## src/rtl/psg_pkg.sv

```systemverilog
package psg_pkg;
  typedef enum logic [1:0] {
    LANE_NONE = 2'b00,
    LANE_LOW  = 2'b01,
    LANE_HIGH = 2'b10,
    LANE_WORD = 2'b11
  } lane_sel_e;
endpackage

```

## src/rtl/psg_sync.sv

```systemverilog
module psg_sync #(
  parameter int  STAGES    = 2,
  parameter logic RESET_VAL = 1'b0
) (
  input  logic clk,
  input  logic rst_n,
  input  logic d,
  output logic q
);
  logic [STAGES-1:0] chain_q;
  logic [STAGES-1:0] chain_d;

  generate
    if (STAGES == 1) begin : g_one
      always_comb chain_d = d;
    end else begin : g_many
      always_comb chain_d = {chain_q[STAGES-2:0], d};
    end
  endgenerate

  always_ff @(posedge clk or negedge rst_n) begin
    if (!rst_n) chain_q <= {STAGES{RESET_VAL}};
    else        chain_q <= chain_d;
  end

  assign q = chain_q[STAGES-1];
endmodule

```

## src/rtl/psg_lane_decode.sv

```systemverilog
module psg_lane_decode
  import psg_pkg::*;
(
  input  logic ce_in_n,
  input  logic bhe_n,
  input  logic ble_n,
  input  logic block,
  output logic ce_lo_n,
  output logic ce_hi_n
);
  lane_sel_e lane;

  always_comb begin
    if (ce_in_n) begin
      lane = LANE_NONE;
    end else begin
      unique case ({bhe_n, ble_n})
        2'b00:   lane = LANE_WORD;
        2'b01:   lane = LANE_HIGH;
        2'b10:   lane = LANE_LOW;
        default: lane = LANE_NONE;
      endcase
    end
  end

  always_comb begin
    ce_lo_n = 1'b1;
    ce_hi_n = 1'b1;
    if (!block) begin
      ce_lo_n = !(lane == LANE_LOW  || lane == LANE_WORD);
      ce_hi_n = !(lane == LANE_HIGH || lane == LANE_WORD);
    end
  end
endmodule

```

## src/rtl/psg_recovery_timer.sv

```systemverilog
module psg_recovery_timer #(
  parameter int RECOVER_CYCLES = 5000
) (
  input  logic clk,
  input  logic rst_n,
  input  logic ok_sync,
  output logic lockout
);
  localparam int CW = (RECOVER_CYCLES > 1) ? $clog2(RECOVER_CYCLES) : 1;
  localparam logic [CW-1:0] LAST = CW'(RECOVER_CYCLES - 1);

  logic [CW-1:0] cnt_q, cnt_d;
  logic          lock_q, lock_d;
  logic          cnt_en;

  assign cnt_en = lock_q && ok_sync;

  always_comb begin
    cnt_d  = cnt_q;
    lock_d = lock_q;
    if (!ok_sync) begin
      cnt_d  = '0;
      lock_d = 1'b1;
    end else if (cnt_en) begin
      if (cnt_q == LAST) begin
        cnt_d  = '0;
        lock_d = 1'b0;
      end else begin
        cnt_d = cnt_q + 1'b1;
      end
    end
  end

  always_ff @(posedge clk or negedge rst_n) begin
    if (!rst_n) begin
      cnt_q  <= '0;
      lock_q <= 1'b1;
    end else begin
      cnt_q  <= cnt_d;
      lock_q <= lock_d;
    end
  end

  assign lockout = lock_q;
endmodule

```

## src/rtl/psg_gate.sv

```systemverilog
module psg_gate #(
  parameter int RECOVER_CYCLES = 5000,
  parameter int SYNC_STAGES    = 2
) (
  input  logic clk,
  input  logic rst_n,
  input  logic ce_in_n,
  input  logic bhe_n,
  input  logic ble_n,
  input  logic supply_ok,
  output logic ce_lo_n,
  output logic ce_hi_n,
  output logic protect
);
  logic rst_n_int;
  logic ok_sync;
  logic lockout;
  logic block;

  psg_sync #(.STAGES(SYNC_STAGES), .RESET_VAL(1'b0)) u_rst_sync (
    .clk(clk), .rst_n(rst_n), .d(1'b1), .q(rst_n_int)
  );

  psg_sync #(.STAGES(SYNC_STAGES), .RESET_VAL(1'b0)) u_ok_sync (
    .clk(clk), .rst_n(rst_n_int), .d(supply_ok), .q(ok_sync)
  );

  psg_recovery_timer #(.RECOVER_CYCLES(RECOVER_CYCLES)) u_timer (
    .clk(clk), .rst_n(rst_n_int), .ok_sync(ok_sync), .lockout(lockout)
  );

  assign block = !supply_ok || lockout;

  psg_lane_decode u_decode (
    .ce_in_n(ce_in_n), .bhe_n(bhe_n), .ble_n(ble_n), .block(block),
    .ce_lo_n(ce_lo_n), .ce_hi_n(ce_hi_n)
  );

  assign protect = block;
endmodule

```

## config.mk

```make
export PLATFORM = sky130hd
export DESIGN_NAME = psg_gate
export DESIGN_NICKNAME = d
export VERILOG_FILES = /design/src/rtl/psg_pkg.sv /design/src/rtl/psg_sync.sv /design/src/rtl/psg_lane_decode.sv /design/src/rtl/psg_recovery_timer.sv /design/src/rtl/psg_gate.sv
export SDC_FILE = /design/constraint.sdc
export NUM_CORES = 1
export LEC_CHECK = 0
export BUFFER_PORTS_ARGS = -buffer_cell sky130_fd_sc_hd__buf_2
export CAP_MARGIN = 10
export CORE_MARGIN = 10
export CORE_UTILIZATION = 61
export CTS_BUF_LIST = sky130_fd_sc_hd__clkbuf_8
export DETAILED_ROUTE_END_ITERATION = 16
export PLACE_DENSITY = 0.93
export SLEW_MARGIN = 5
export SYNTH_ARGS = -nofsm -noshare
export SYNTH_HDL_FRONTEND = slang
export SYNTH_SLANG_ARGS = --single-unit
```

## constraint.sdc

```tcl
create_clock -name clk -period 3.1 [get_ports clk]
set_clock_uncertainty 0.05 [all_clocks]
set_input_delay 0.93 -clock clk [delete_from_list [all_inputs] [get_ports clk]]
set_output_delay 0.93 -clock clk [all_outputs]
set_load 0.01 [all_outputs]
```

==> flow_metrics.env <==
export IMPL_status="finished, final reports clean"
export IMPL_synthArstFlopShare_pct=100
export IMPL_p_seq_share_pct=57.7
export IMPL_ys_flop_type="dfrtp_1"
export IMPL_drive_gt1_share_pct=20.4
export IMPL_synthTopCellsByArea="dfrtp_1 (49%), xor2_1 (6.0%), nand3_1 (3.4%)"
export IMPL_relSlewSlack_pct=58.3
export IMPL_wl_met1_um=775
export IMPL_grt_use_total_pct=11.4
export IMPL_hold_viol=0
export IMPL_grt_start_max_net_pins=17
export IMPL_p_sw_share_pct=21.8
export IMPL_wl_um=1730
export IMPL_wl_met3_um=96
export IMPL_worstPathArrival_ns=1.53
export IMPL_synth_top_area_cell="dfrtp_1"
export IMPL_htreeDepth=1
export IMPL_synth_top_cell_area_share_pct=48.7
export IMPL_nets=101
export IMPL_crit_required_ns=2.12
export IMPL_cp_start_kind="primary input"
export IMPL_syn_area_per_cell_um2=10.7
export IMPL_min_period_ns=2.51
export IMPL_ys_seq_elements=18
export IMPL_wl_per_cell_um=16.0
export IMPL_initial_core_util_pct=66.3
export IMPL_core_um2=1320
export IMPL_synth_area_um2=873
export IMPL_synth_edf_count=0
export IMPL_grt_pass1_vias=659
export IMPL_end_kind="output port"
export IMPL_ant_nets=0
export IMPL_rsz0062_at_grt="no"
export IMPL_p_int_mw=0.339
export IMPL_place_hpwl_um=1240
export IMPL_drt_initial_drc_count=19
export IMPL_routabilityCongestion=0.850
export IMPL_combinationalPowerShare_pct=4.5
export IMPL_p_switching_mw=0.0942
export IMPL_cap_violations=0
export IMPL_max_freq_mhz=398
export IMPL_ys_warnings_count=0
export IMPL_utilization_pct=73.3
export IMPL_power_leakage_nw=0.427
export IMPL_routed_via_count=674
export IMPL_ctsHoldBuffers=0
export IMPL_cts_resized=0
export IMPL_cts_sinks=18
export IMPL_seq_area_frac_synth_pct=51.7
export IMPL_slew_violations=0
export IMPL_yosys_top_cells_count="dfrtp_1 (17), nand2_1 (6), nand3_1 (6), nor2_1 (6), xor2_1 (6)"
export IMPL_viasPerCell=6.24
export IMPL_rows=13
export IMPL_area_delta_synth_final_pct=10.6
export IMPL_grt_pass1_wl_um=3060
export IMPL_highest_layer="met4"
export IMPL_crit_type="in -> out"
export IMPL_post_cts_setup_buffers=0
export IMPL_overflow=0
export IMPL_wl_met2_um=806
export IMPL_synth_cell_types=32
export IMPL_peakVddDrop_mv=0.321
export IMPL_drc_errors=0
export IMPL_n_antenna_cell=0
export IMPL_hold_path_class="reg -> async"
export IMPL_antenna_found_initial=0
export IMPL_tritoncts="yes"
export IMPL_cts_max_path_buffers=2
export IMPL_pin_count=9
export IMPL_die_h_um=57.8
export IMPL_power_density_nw_per_um2=448
export IMPL_io_buffers=8
export IMPL_power_frac_clock_pct=37.8
export IMPL_syn_nets=89
export IMPL_worstMarginPinSlew_ns=0.625
export IMPL_syn_instance_count=82
export IMPL_setup_tns_ns=0
export IMPL_timing_final_crit_share_pct=81.0
export IMPL_die_w_um=57.8
export IMPL_yosysMostFrequentCell="dfrtp_1"
export IMPL_path_max_fanout=3
export IMPL_finalSetupViolCount=0
export IMPL_root_buffer="clkbuf_8"
export IMPL_numCtsBuffers=3
export IMPL_dieArea_um2=3340
export IMPL_first_pass_iters=4
export IMPL_clkLatencyLatePin_ns=0.26
export IMPL_path_clk_slew_ns=0.07
## kinds of logic after synthesis
kind of cell | count (synthesis) | share of synthesized area [%]
xor gates and xnor gates | 7 | 7.02
and+or+nand+nor | 40 | 27.5
DFF | 18 | 51.7
other | 1 | 0.429
adders and majority gates | 1 | 1.43
buffers and inverters | 3 | 2.15
AOI/OAI and AO/OA | 11 | 8.60
muxes | 1 | 1.15
## worst max-delay path, cell delays in order
cell and delay, ns:
buf_2 0.09, nand2_1 0.07, or3_1 0.30, buf_2 0.15
## per-stage QoR
| stage | setup slack (ns) | area (µm²) | instances | total power, mW | hold slack, ns |
|---|---|---|---|---|---|
| 3_5_place_dp | 0.589 | 921 | 104 | 0.274 | 0.237 |
| 6_report | 0.589 | 966 | 108 | 0.433 | 0.201 |
| 3_3_place_gp | 0.597 | 921 | 104 | 0.272 | 0.216 |
| 2_1_floorplan | 0.732 | 873 | 82 | 0.265 | 0.149 |
| 5_1_grt | 0.540 | 966 | 108 | 0.448 | 0.265 |
| 4_1_cts | 0.587 | 966 | 108 | 0.434 | 0.227 |
## worst paths after layout
| path | startpoint | to | slack (ns) | depth (start not counted) |
|---|---|---|---|---|
| setup / recovery | supply_ok | ce_hi_n | 0.59 | 4 |
| hold / removal | u_rst_sync.chain_q[1] | u_timer.cnt_q[7] | 0.20 | 0 |
| setup reg to reg | u_timer.cnt_q[0] | u_timer.cnt_q[3] | 1.18 | 5 |
| hold reg to reg | u_rst_sync.chain_q[1] | u_timer.cnt_q[7] | 0.20 | 0 |
| max in group asynchronous | u_rst_sync.chain_q[1] | u_timer.cnt_q[3] | 2.39 | 0 |
| min in group clk | u_ok_sync.chain_q[0] | u_ok_sync.chain_q[1] | 0.30 | 0 |
## final cells by class
class / count / area [µm²]
repair buffers: 8 / 40.0
well taps: 15 / 18.8
fillers: 82 / 352
multi-input cells: 61 / 403
inverters: 2 / 7.51
clock inverters: 1 / 3.75
flip-flops and latches: 18 / 452
clock buffers: 3 / 41.3
## power groups by stage
| stage | combinational, mW | clock (mW) | sequential, mW |
|---|---|---|---|
| 4_1_cts | 0.0195 | 0.164 | 0.250 |
| 6_report | 0.0196 | 0.164 | 0.250 |
| 5_1_grt | 0.0218 | 0.175 | 0.251 |
| 3_3_place_gp | 0.0185 | 0 | 0.253 |
| 3_5_place_dp | 0.0194 | 0 | 0.254 |
| 2_1_floorplan | 0.0133 | 0 | 0.252 |
## flip-flops by register name, indices dropped and copies added, names as in the netlist
name	cells
u_rst_sync.chain_q	2
u_timer.cnt_q	13
u_ok_sync.chain_q	2
u_timer.lockout	1
## cell usage in the layout (no fill, tap or decap), types with 2 or more instances in the layout
cell | netlist | final
clkbuf_8 | 0 | 3
o31ai_1 | 2 | 2
xor2_1 | 6 | 6
buf_2 | 0 | 8
or3_1 | 3 | 3
and2_1 | 4 | 4
nand3_1 | 6 | 6
nand4_1 | 4 | 4
nor2_1 | 6 | 6
nand2_1 | 6 | 6
or4_1 | 2 | 2
o21ai_0 | 2 | 2
dfrtp_1 | 17 | 17
inv_1 | 2 | 3
a21oi_1 | 3 | 3
## layer usage
layer | track usage [%] | vias to the layer above
met4 | 7.05 | 0
met1 | 14.0 | 327
li1 | - | 316
met5 | 0 | -
met3 | 3.49 | 6
met2 | 16.9 | 25
No activity file was read; power rests on OpenSTA's default activity.
